===== config.mk =====
export PLATFORM = sky130hd
export DESIGN_NAME = bfifo_top
export DESIGN_NICKNAME = d
export VERILOG_FILES = /design/src/rtl/bfifo_pkg.sv /design/src/rtl/bfifo_ctrl.sv /design/src/rtl/bfifo_dpath.sv /design/src/rtl/bfifo_top.sv
export SDC_FILE = /design/constraint.sdc
export NUM_CORES = 1
export LEC_CHECK = 0
export ABC_CLOCK_PERIOD_IN_PS = 8890
export BUFFER_PORTS_ARGS = -buffer_cell sky130_fd_sc_hd__buf_2
export CORE_AREA = 2 2 216 261
export DETAILED_ROUTE_END_ITERATION = 7
export DIE_AREA = 0 0 218 263
export SETUP_SLACK_MARGIN = 0.1
export SLEW_MARGIN = 20
export SYNTH_ARGS = -nofsm -noshare
export SYNTH_HDL_FRONTEND = slang
export SYNTH_SLANG_ARGS = --single-unit
export TNS_END_PERCENT = 10

===== constraint.sdc =====
create_clock -name clk -period 8.89 [get_ports clk]
set_input_delay 0.889 -clock clk [delete_from_list [all_inputs] [get_ports clk]]
set_output_delay 0.889 -clock clk [all_outputs]
set_load 0.01 [all_outputs]

===== src/rtl/bfifo_pkg.sv =====
package bfifo_pkg;
  typedef struct packed {
    logic push;     // byte accepted into storage
    logic fifoPop;  // storage head moves into holding stage 1
    logic moveH1;   // stage 1 moves into stage 2
    logic popOut;   // consumer takes stage 2
    logic flush;    // FIFO reset
  } fifoStrobes_t;
endpackage


===== src/rtl/bfifo_ctrl.sv =====
module bfifo_ctrl
  import bfifo_pkg::*;
#(
  parameter int DEPTH = 64,
  localparam int CW = $clog2(DEPTH) + 1
) (
  input  logic          clk,
  input  logic          rstN,
  input  logic          dirTx,
  input  logic          fifoClr,
  input  logic          wrEn,
  input  logic          rdEn,
  input  logic          staleIn,
  input  logic          dmaIdle,
  input  logic          clrToggle,
  input  logic          h1Valid,
  input  logic          h2Valid,
  output fifoStrobes_t  strobes,
  output logic [CW-1:0] occ,
  output logic          timeout
);
  logic isFull, isEmpty, h2Free, h1Free;
  logic stalePrev, clrPrev, pending;
  logic staleRise, clrHit;

  assign isFull  = (occ == CW'(DEPTH));
  assign isEmpty = (occ == '0);

  always_comb begin
    strobes.flush   = fifoClr;
    strobes.popOut  = rdEn & h2Valid;
    h2Free          = ~h2Valid | strobes.popOut;
    strobes.moveH1  = h1Valid & h2Free;
    h1Free          = ~h1Valid | strobes.moveH1;
    strobes.fifoPop = ~isEmpty & h1Free;
    strobes.push    = wrEn & ~isFull;
  end

  always_ff @(posedge clk) begin
    if (!rstN || fifoClr) begin
      occ <= '0;
    end else begin
      occ <= occ + CW'(strobes.push) - CW'(strobes.fifoPop);
    end
  end

  assign staleRise = staleIn & ~stalePrev;
  assign clrHit    = clrToggle ^ clrPrev;

  always_ff @(posedge clk) begin
    if (!rstN) begin
      timeout   <= 1'b0;
      pending   <= 1'b0;
      stalePrev <= 1'b0;
      clrPrev   <= 1'b0;
    end else begin
      stalePrev <= staleIn;
      clrPrev   <= clrToggle;
      if (fifoClr || clrHit) begin
        timeout <= 1'b0;
        pending <= 1'b0;
      end else if (dirTx) begin
        pending <= 1'b0;
        if (staleRise) timeout <= 1'b1;
      end else if ((pending || staleRise) && isEmpty && dmaIdle) begin
        timeout <= 1'b1;
        pending <= 1'b0;
      end else if (staleRise) begin
        pending <= 1'b1;
      end
    end
  end
endmodule


===== src/rtl/bfifo_dpath.sv =====
module bfifo_dpath
  import bfifo_pkg::*;
#(
  parameter int DEPTH = 64,
  parameter int DW    = 8,
  localparam int AW   = $clog2(DEPTH)
) (
  input  logic          clk,
  input  logic          rstN,
  input  fifoStrobes_t  strobes,
  input  logic [DW-1:0] wrData,
  input  logic          wrTag,
  output logic          h1Valid,
  output logic          h1Tag,
  output logic          h2Valid,
  output logic          h2Tag,
  output logic [DW-1:0] h2Data
);
  logic [DW:0]   mem [DEPTH];
  logic [AW-1:0] wrPtr, rdPtr;
  logic [DW-1:0] h1Data;

  always_ff @(posedge clk) begin
    if (strobes.push && !strobes.flush) mem[wrPtr] <= {wrTag, wrData};
  end

  always_ff @(posedge clk) begin
    if (!rstN || strobes.flush) begin
      wrPtr   <= '0;
      rdPtr   <= '0;
      h1Valid <= 1'b0;
      h2Valid <= 1'b0;
      h1Tag   <= 1'b0;
      h2Tag   <= 1'b0;
      h1Data  <= '0;
      h2Data  <= '0;
    end else begin
      if (strobes.push)    wrPtr <= wrPtr + 1'b1;
      if (strobes.fifoPop) rdPtr <= rdPtr + 1'b1;
      if (strobes.moveH1) begin
        h2Data  <= h1Data;
        h2Tag   <= h1Tag;
        h2Valid <= 1'b1;
      end else if (strobes.popOut) begin
        h2Valid <= 1'b0;
      end
      if (strobes.fifoPop) begin
        {h1Tag, h1Data} <= mem[rdPtr];
        h1Valid         <= 1'b1;
      end else if (strobes.moveH1) begin
        h1Valid <= 1'b0;
      end
    end
  end
endmodule


===== src/rtl/bfifo_top.sv =====
module bfifo_top
  import bfifo_pkg::*;
#(
  parameter int DEPTH = 64,
  parameter int DW    = 8,
  localparam int CW   = $clog2(DEPTH) + 1
) (
  input  logic          clk,
  input  logic          rstN,
  input  logic          dirTx,
  input  logic          fifoClr,
  input  logic          wrEn,
  input  logic [DW-1:0] wrData,
  input  logic          wrTag,
  input  logic          rdEn,
  output logic [DW-1:0] rdData,
  output logic          rdTag,
  output logic          rdValid,
  input  logic          staleIn,
  input  logic          dmaIdle,
  input  logic          clrToggle,
  output logic [CW-1:0] quantity,
  output logic [7:0]    status
);
  fifoStrobes_t  strobes;
  logic [CW-1:0] occ;
  logic          timeout, h1Valid, h1Tag, h2Valid, h2Tag;

  bfifo_ctrl #(.DEPTH(DEPTH)) ctrlI (
    .clk(clk), .rstN(rstN), .dirTx(dirTx), .fifoClr(fifoClr),
    .wrEn(wrEn), .rdEn(rdEn), .staleIn(staleIn), .dmaIdle(dmaIdle),
    .clrToggle(clrToggle), .h1Valid(h1Valid), .h2Valid(h2Valid),
    .strobes(strobes), .occ(occ), .timeout(timeout)
  );

  bfifo_dpath #(.DEPTH(DEPTH), .DW(DW)) dpathI (
    .clk(clk), .rstN(rstN), .strobes(strobes), .wrData(wrData),
    .wrTag(wrTag), .h1Valid(h1Valid), .h1Tag(h1Tag), .h2Valid(h2Valid),
    .h2Tag(h2Tag), .h2Data(rdData)
  );

  assign rdTag    = h2Tag;
  assign rdValid  = h2Valid;
  assign quantity = dirTx ? (CW'(DEPTH) - occ) : occ;

  assign status = {
    occ == CW'(DEPTH),
    occ == '0,
    timeout,
    (h1Valid & h1Tag) | (h2Valid & h2Tag),
    h1Valid | h2Valid,
    staleIn,
    h1Valid ^ h2Valid,
    1'b0
  };
endmodule


### Word level (Yosys, flattened, before mapping)

Memory sizes are Yosys's and may differ from the RTL's. A register that Yosys moved wholly into a read port is not among the register bits.
Cells that the tools add are included.
Widths: inputs -> output; s select.

| operators by class | value |
|---|---|
| $add $sub $neg | 5 |
| $mul | 0 |
| divide/modulo/power cells | 0 |
| $lt $le $gt $ge | 0 |
| equality and inequality tests | 2 |
| shifts and indexed selects | 0 |
| muxes and demuxes | 10 |
| bitwise logic cells | 19 |
| reductions and logical operators | 15 |

Operator list:

| cell | number |
|---|---|
| $add 6x1->6 const B | 2 |
| $mux 1 | 9 |
| $add 7x1->7 | 1 |
| $and 1x1->1 | 7 |
| $eq 7x7->1 const B | 1 |
| $logic_not 7->1 | 1 |
| $mux 7 | 1 |
| $sub 7x1->7 | 1 |
| $sub 7x7->7 const A | 1 |
| $not 1->1 | 6 |
| $reduce_bool 2->1 | 3 |
| $or 1x1->1 | 4 |
| $reduce_or 4->1 | 1 |
| $logic_and 1x1->1 | 3 |
| $logic_or 1x1->1 | 3 |
| $logic_not 1->1 | 2 |
| $ne 2x1->1 const B | 1 |
| $reduce_and 2->1 | 1 |
| $reduce_or 2->1 | 1 |
| $xor 1x1->1 | 2 |

| word-level totals | value |
|---|---|
| register bits | 34 |
| bits in latches | 0 |
| memory bits (writable) | 576 |
| bits in read-only memories | 0 |
| memories kept | 1 |

Memory list:

| name | words | width | read ports | clocked after Yosys merged registers in | wr ports | RTL line | RTL |
|---|---|---|---|---|---|---|---|
| dpathI.mem | 64 | 9 | 1 | 1 | 1 | bfifo_dpath.sv:19 | `logic [DW:0] mem [DEPTH];` |

### Longest topological paths before layout

| logic depth | value |
|---|---|
| depth after elaboration | 7 |
| depth in mapped cells | 17 |
| depth with buffers taken out | 16 |

### Hierarchy

From an unflattened synthesis, not the netlist that was laid out.

| unflattened totals | value |
|---|---|
| cells, all modules | 1,285 |
| area total of the unflattened synthesis | 24,403.4 um^2 |

Modules (own cells, without submodules):

| module | instances | cells an instance | area an instance (um^2) |
|---|---|---|---|
| bfifo_dpath | 1 | 1,170 | 23,461.3 |
| bfifo_ctrl | 1 | 85 | 738.2 |
| bfifo_top | 1 | 30 | 203.9 |

### Worst setup path before layout

Ideal clock, no wire load.

| timing path | value |
|---|---|
| path type | input -> register |
| start | input port wrEn |
| end | register ctrlI.occ[6] |
| arrival time | 2.841 ns |
| slack | 5.921 ns |
| stages on the path | 14 |
| path buffers | 1 |
| path through | and2_1 > clkbuf_1 > inv_1 > ha_1 > inv_1 > ha_1 > inv_1 > fa_1 > o21bai_1 > a21oi_1 > o21bai_1 > a21oi_1 > xnor2_1 > nor2_1 |

| on the way | value |
|---|---|
| word-level cells in the longest chain between the ends | 3 |

RTL lines:

| what | RTL line | RTL |
|---|---|---|
| start, declared | bfifo_top.sv:12 | `input logic wrEn,` |
| $and 1x1->1 | bfifo_ctrl.sv:36 | `strobes.push = wrEn & ~isFull;` |
| $add 7x1->7 | bfifo_ctrl.sv:43 | `occ <= occ + CW'(strobes.push) - CW'(strobes.fifoPop);` |
| $sub 7x1->7 | bfifo_ctrl.sv:43 |  |
| end signal, assigned | bfifo_ctrl.sv:43 |  |
| end, declared | bfifo_ctrl.sv:19 | `output logic [CW-1:0] occ,` |

Every way passes these cells.
A chain may end at the register's enable or synchronous reset.

### Final worst setup path

| timing path | value |
|---|---|
| start | register ctrlI.occ[1] |
| end | memory dpathI.mem[62][5] (netlist name), enable pin |

| on the way | value |
|---|---|
| word-level cells in the longest chain between the ends | 6 |

RTL lines:

| what | RTL line | RTL |
|---|---|---|
| $eq 7x7->1 | bfifo_ctrl.sv:26 | `assign isFull = (occ == CW'(DEPTH));` |
| $not 1->1 | bfifo_ctrl.sv:36 |  |
| $and 1x1->1 | bfifo_ctrl.sv:36 |  |
| $logic_and 1x1->1 | bfifo_dpath.sv:24 | `if (strobes.push && !strobes.flush) mem[wrPtr] <= {wrTag, wrData};` |
| $mux 1 | bfifo_dpath.sv:24 |  |
| $mux 1 (not written as such) | bfifo_dpath.sv:24 |  |
| end, declared | bfifo_dpath.sv:19 |  |

Every way passes these cells.

==> flow_metrics.py <==
metrics = {
    "sta": {
        "setup_violations": 0,
        "fin_crit_ns": 3.709,
        "timing.setup.tns_ns": 0,
        "finalCritPeriodShare_pct": 41.72,
        "hold_ws_ns": 0.4732,
        "hold_violations": 0,
        "skew_ns": 0.02442,
        "tightest_slew_ns": 1.017,
        "timing.slew.headroom_pct": 32.19,
        "slew_viol_final": 0,
        "rsz0062_at_grt": "no",
        "max_freq_ghz": 0.2696,
    },
    "synth": {
        "synth_commonest_cells": "576 x edfxtp_1, 103 x nor2_1, 98 x mux4_2",
        "yosysUniqueCellTypes": 48,
        "synthFlopType": "edfxtp_1",
        "synth_cells": 1321,
        "ys_warn_count": 0,
        "yosys.area.top_type": "edfxtp_1",
        "synth_top_area_share_pct": 70.91,
        "synth.net_count": 1355,
        "synthTopCellsByArea": "edfxtp_1 71%, mux4_2 9.0%, mux2i_1 3.7%",
        "yosysMostFrequentCell": "edfxtp_1",
        "synth-async-reset-ratio_pct": 0,
        "avgSynthCellArea_um2": 18.46,
        "synthesis.area_mm2": 0.02439,
        "ys_ff_latch": 619,
        "yosysSeqAreaShare_pct": 74.44,
        "synth_edf_count": 576,
    },
    "floorplan": {
        "dieArea_mm2": 0.05733,
        "core_area_mm2": 0.05457,
        "initial_utilization_pct": 44.70,
        "rows": 94,
        "die_w_um": 218,
        "die_h_um": 263,
        "io_pins": 43,
    },
    "routing": {
        "dr.pass1.iters": 7,
        "first_iter_violations": 1171,
        "antenna_left": 0,
        "finalWirelength_mm": 55.49,
        "vias_per_cell": 5.719,
        "route.vias.total": 12140,
        "wire_per_inst_um": 26.14,
        "drc_errors": 0,
    },
    "pwr": {
        "p_per_area_mw_per_mm2": 251.1,
        "cellLeakagePower_nw": 8.370,
        "peakVddDrop_mv": 0.2465,
    },
    "placed_design": {
        "numPortBuffers": 41,
        "gp_congestion": 0.8024,
        "dp_hpwl_mm": 33.14,
    },
    "layout": {
        "nets": 1395,
        "n_antenna_cell": 0,
        "syn_to_final_growth_pct": 11.04,
        "drive_gt1_share_pct": 19.03,
    },
    "clock_network": {
        "cts_buffers": 57,
        "clk_latency_ns": 0.62,
        "cts_tree": "done",
        "clk_pin_slew_worst_paths_ns": 0.06,
        "post_cts_buffers": 0,
        "h-tree-depth": 2,
        "cts_resized": 0,
        "holdBufCountCts": 0,
        "cts.sinks": 619,
        "clock_path_buffers": 3,
        "cts_root_buffer": "clkbuf_16",
    },
    "critical_path": {
        "critical_path.endpoint_type": "register",
        "critPathRequiredTime_ns": 9.11,
        "crit_type": "register to register",
        "crit_fanout": 9,
        "regToRegSetupSlack_ns": 5.18,
        "start_kind": "register",
        "worstPathArrival_ns": 3.93,
    },
    "global_routing": {
        "grt_pass1_vias": 12380,
        "antenna_found_initial": 1,
        "grtUsageTotal_pct": 19.67,
        "grt_pass1_wl_mm": 82.86,
        "grt_max_degree": 65,
        "gr-total-overflow": 0,
    },
    "hold_path": {
        "hp-class": "register to register",
    },
    "run": {
        "maxCapViolations": 0,
    },
    "outcome": {
        "status": "finished clean",
    },
}
-- placed cells by master (no fill, tap or decap), types with 25 or more instances in the layout --
cell type	netlist	routed
edfxtp_1	576	576
nor2_1	103	103
mux4_2	98	98
mux2i_1	90	90
clkbuf_16	0	59
buf_2	14	40
dfxtp_1	43	39
o22ai_1	31	31
a211oi_1	31	31
nor2b_1	29	28
nand2_1	25	25
-- power by group --
group	leakage [nW]	switching, W	internal, W
sequential	5.53	0.0000663	0.00322
combinational	1.94	0.000601	0.000516
clock	0.898	0.00103	0.00137
-- sequential cells by signal (all words and copies together) (netlist names) --
name and flops:
dpathI.h1Tag 1, dpathI.mem 576, dpathI.wrPtr 6, ctrlI.pending 1, dpathI.h2Tag 1, dpathI.h1Data 8
dpathI.h1Valid 1, ctrlI.clrPrev 1, ctrlI.timeout 1, dpathI.h2Data 8, ctrlI.occ 7, dpathI.h2Valid 1
dpathI.rdPtr 6, ctrlI.stalePrev 1
-- stage by stage --
stage / total power (W) / setup WS [ns] / cell area (um2) / util [%] / instances
after floorplan: 0.004194 / 5.921 / 24390 / - / 1321
after global placement: 0.004477 / 5.175 / 25260 / 46.29 / 2022
after global routing: 0.007052 / 4.919 / 27090 / 49.63 / 2123
after detailed placement: 0.004476 / 5.078 / 25260 / 46.29 / 2022
after CTS: 0.006863 / 5.174 / 27090 / 49.63 / 2123
final: 0.006801 / 5.181 / 27090 / 49.63 / 2123
-- kinds of logic after synthesis --
kind of cell,share of synthesized area [%]
buffers and inverters,1.954
adders and majority gates,0.8515
muxes,13.85
and+or+nand+nor,3.950
xor gates and xnor gates,0.7541
other,0.01537
DFF,74.44
AOI/OAI and AO/OA,4.186
-- worst paths after layout --
path,startpoint,to,cells after the start
max,ctrlI.occ[1],dpathI.mem[62][5],8
min reg2reg,ctrlI.timeout,ctrlI.timeout,1
max reg2reg,ctrlI.occ[1],dpathI.mem[62][5],8
min,ctrlI.timeout,ctrlI.timeout,1
-- layer usage --
metal | GRT usage [%] | wire length (um) | vias to the layer above
li1 | - | - | 5356
met1 | 26.99 | 23370 | 6337
met2 | 32.87 | 27780 | 376
met3 | 3.120 | 3116 | 73
met4 | 5.038 | 1224 | 0
met5 | 0 | 0 | -
-- final cells by class --
class / count / area, um2
inverters: 17 / 63.81
well taps: 720 / 900.9
repair buffers: 62 / 365.4
clock inverters: 29 / 280.3
flip-flops and latches: 619 / 18170
fillers: 4465 / 27490
multi-input cells: 604 / 5761
clock buffers: 72 / 1545
-- worst max-delay path: stages, from the launching register on --
cell     delay, ns
dfxtp_1       0.38
inv_1         0.10
ha_1          0.24
nand4_1       0.11
and2_1        0.34
inv_1         0.15
nor3_1        0.35
nand3_1       0.71
nor2_1        0.95
Note: power is estimated with default switching activity, not from simulation.
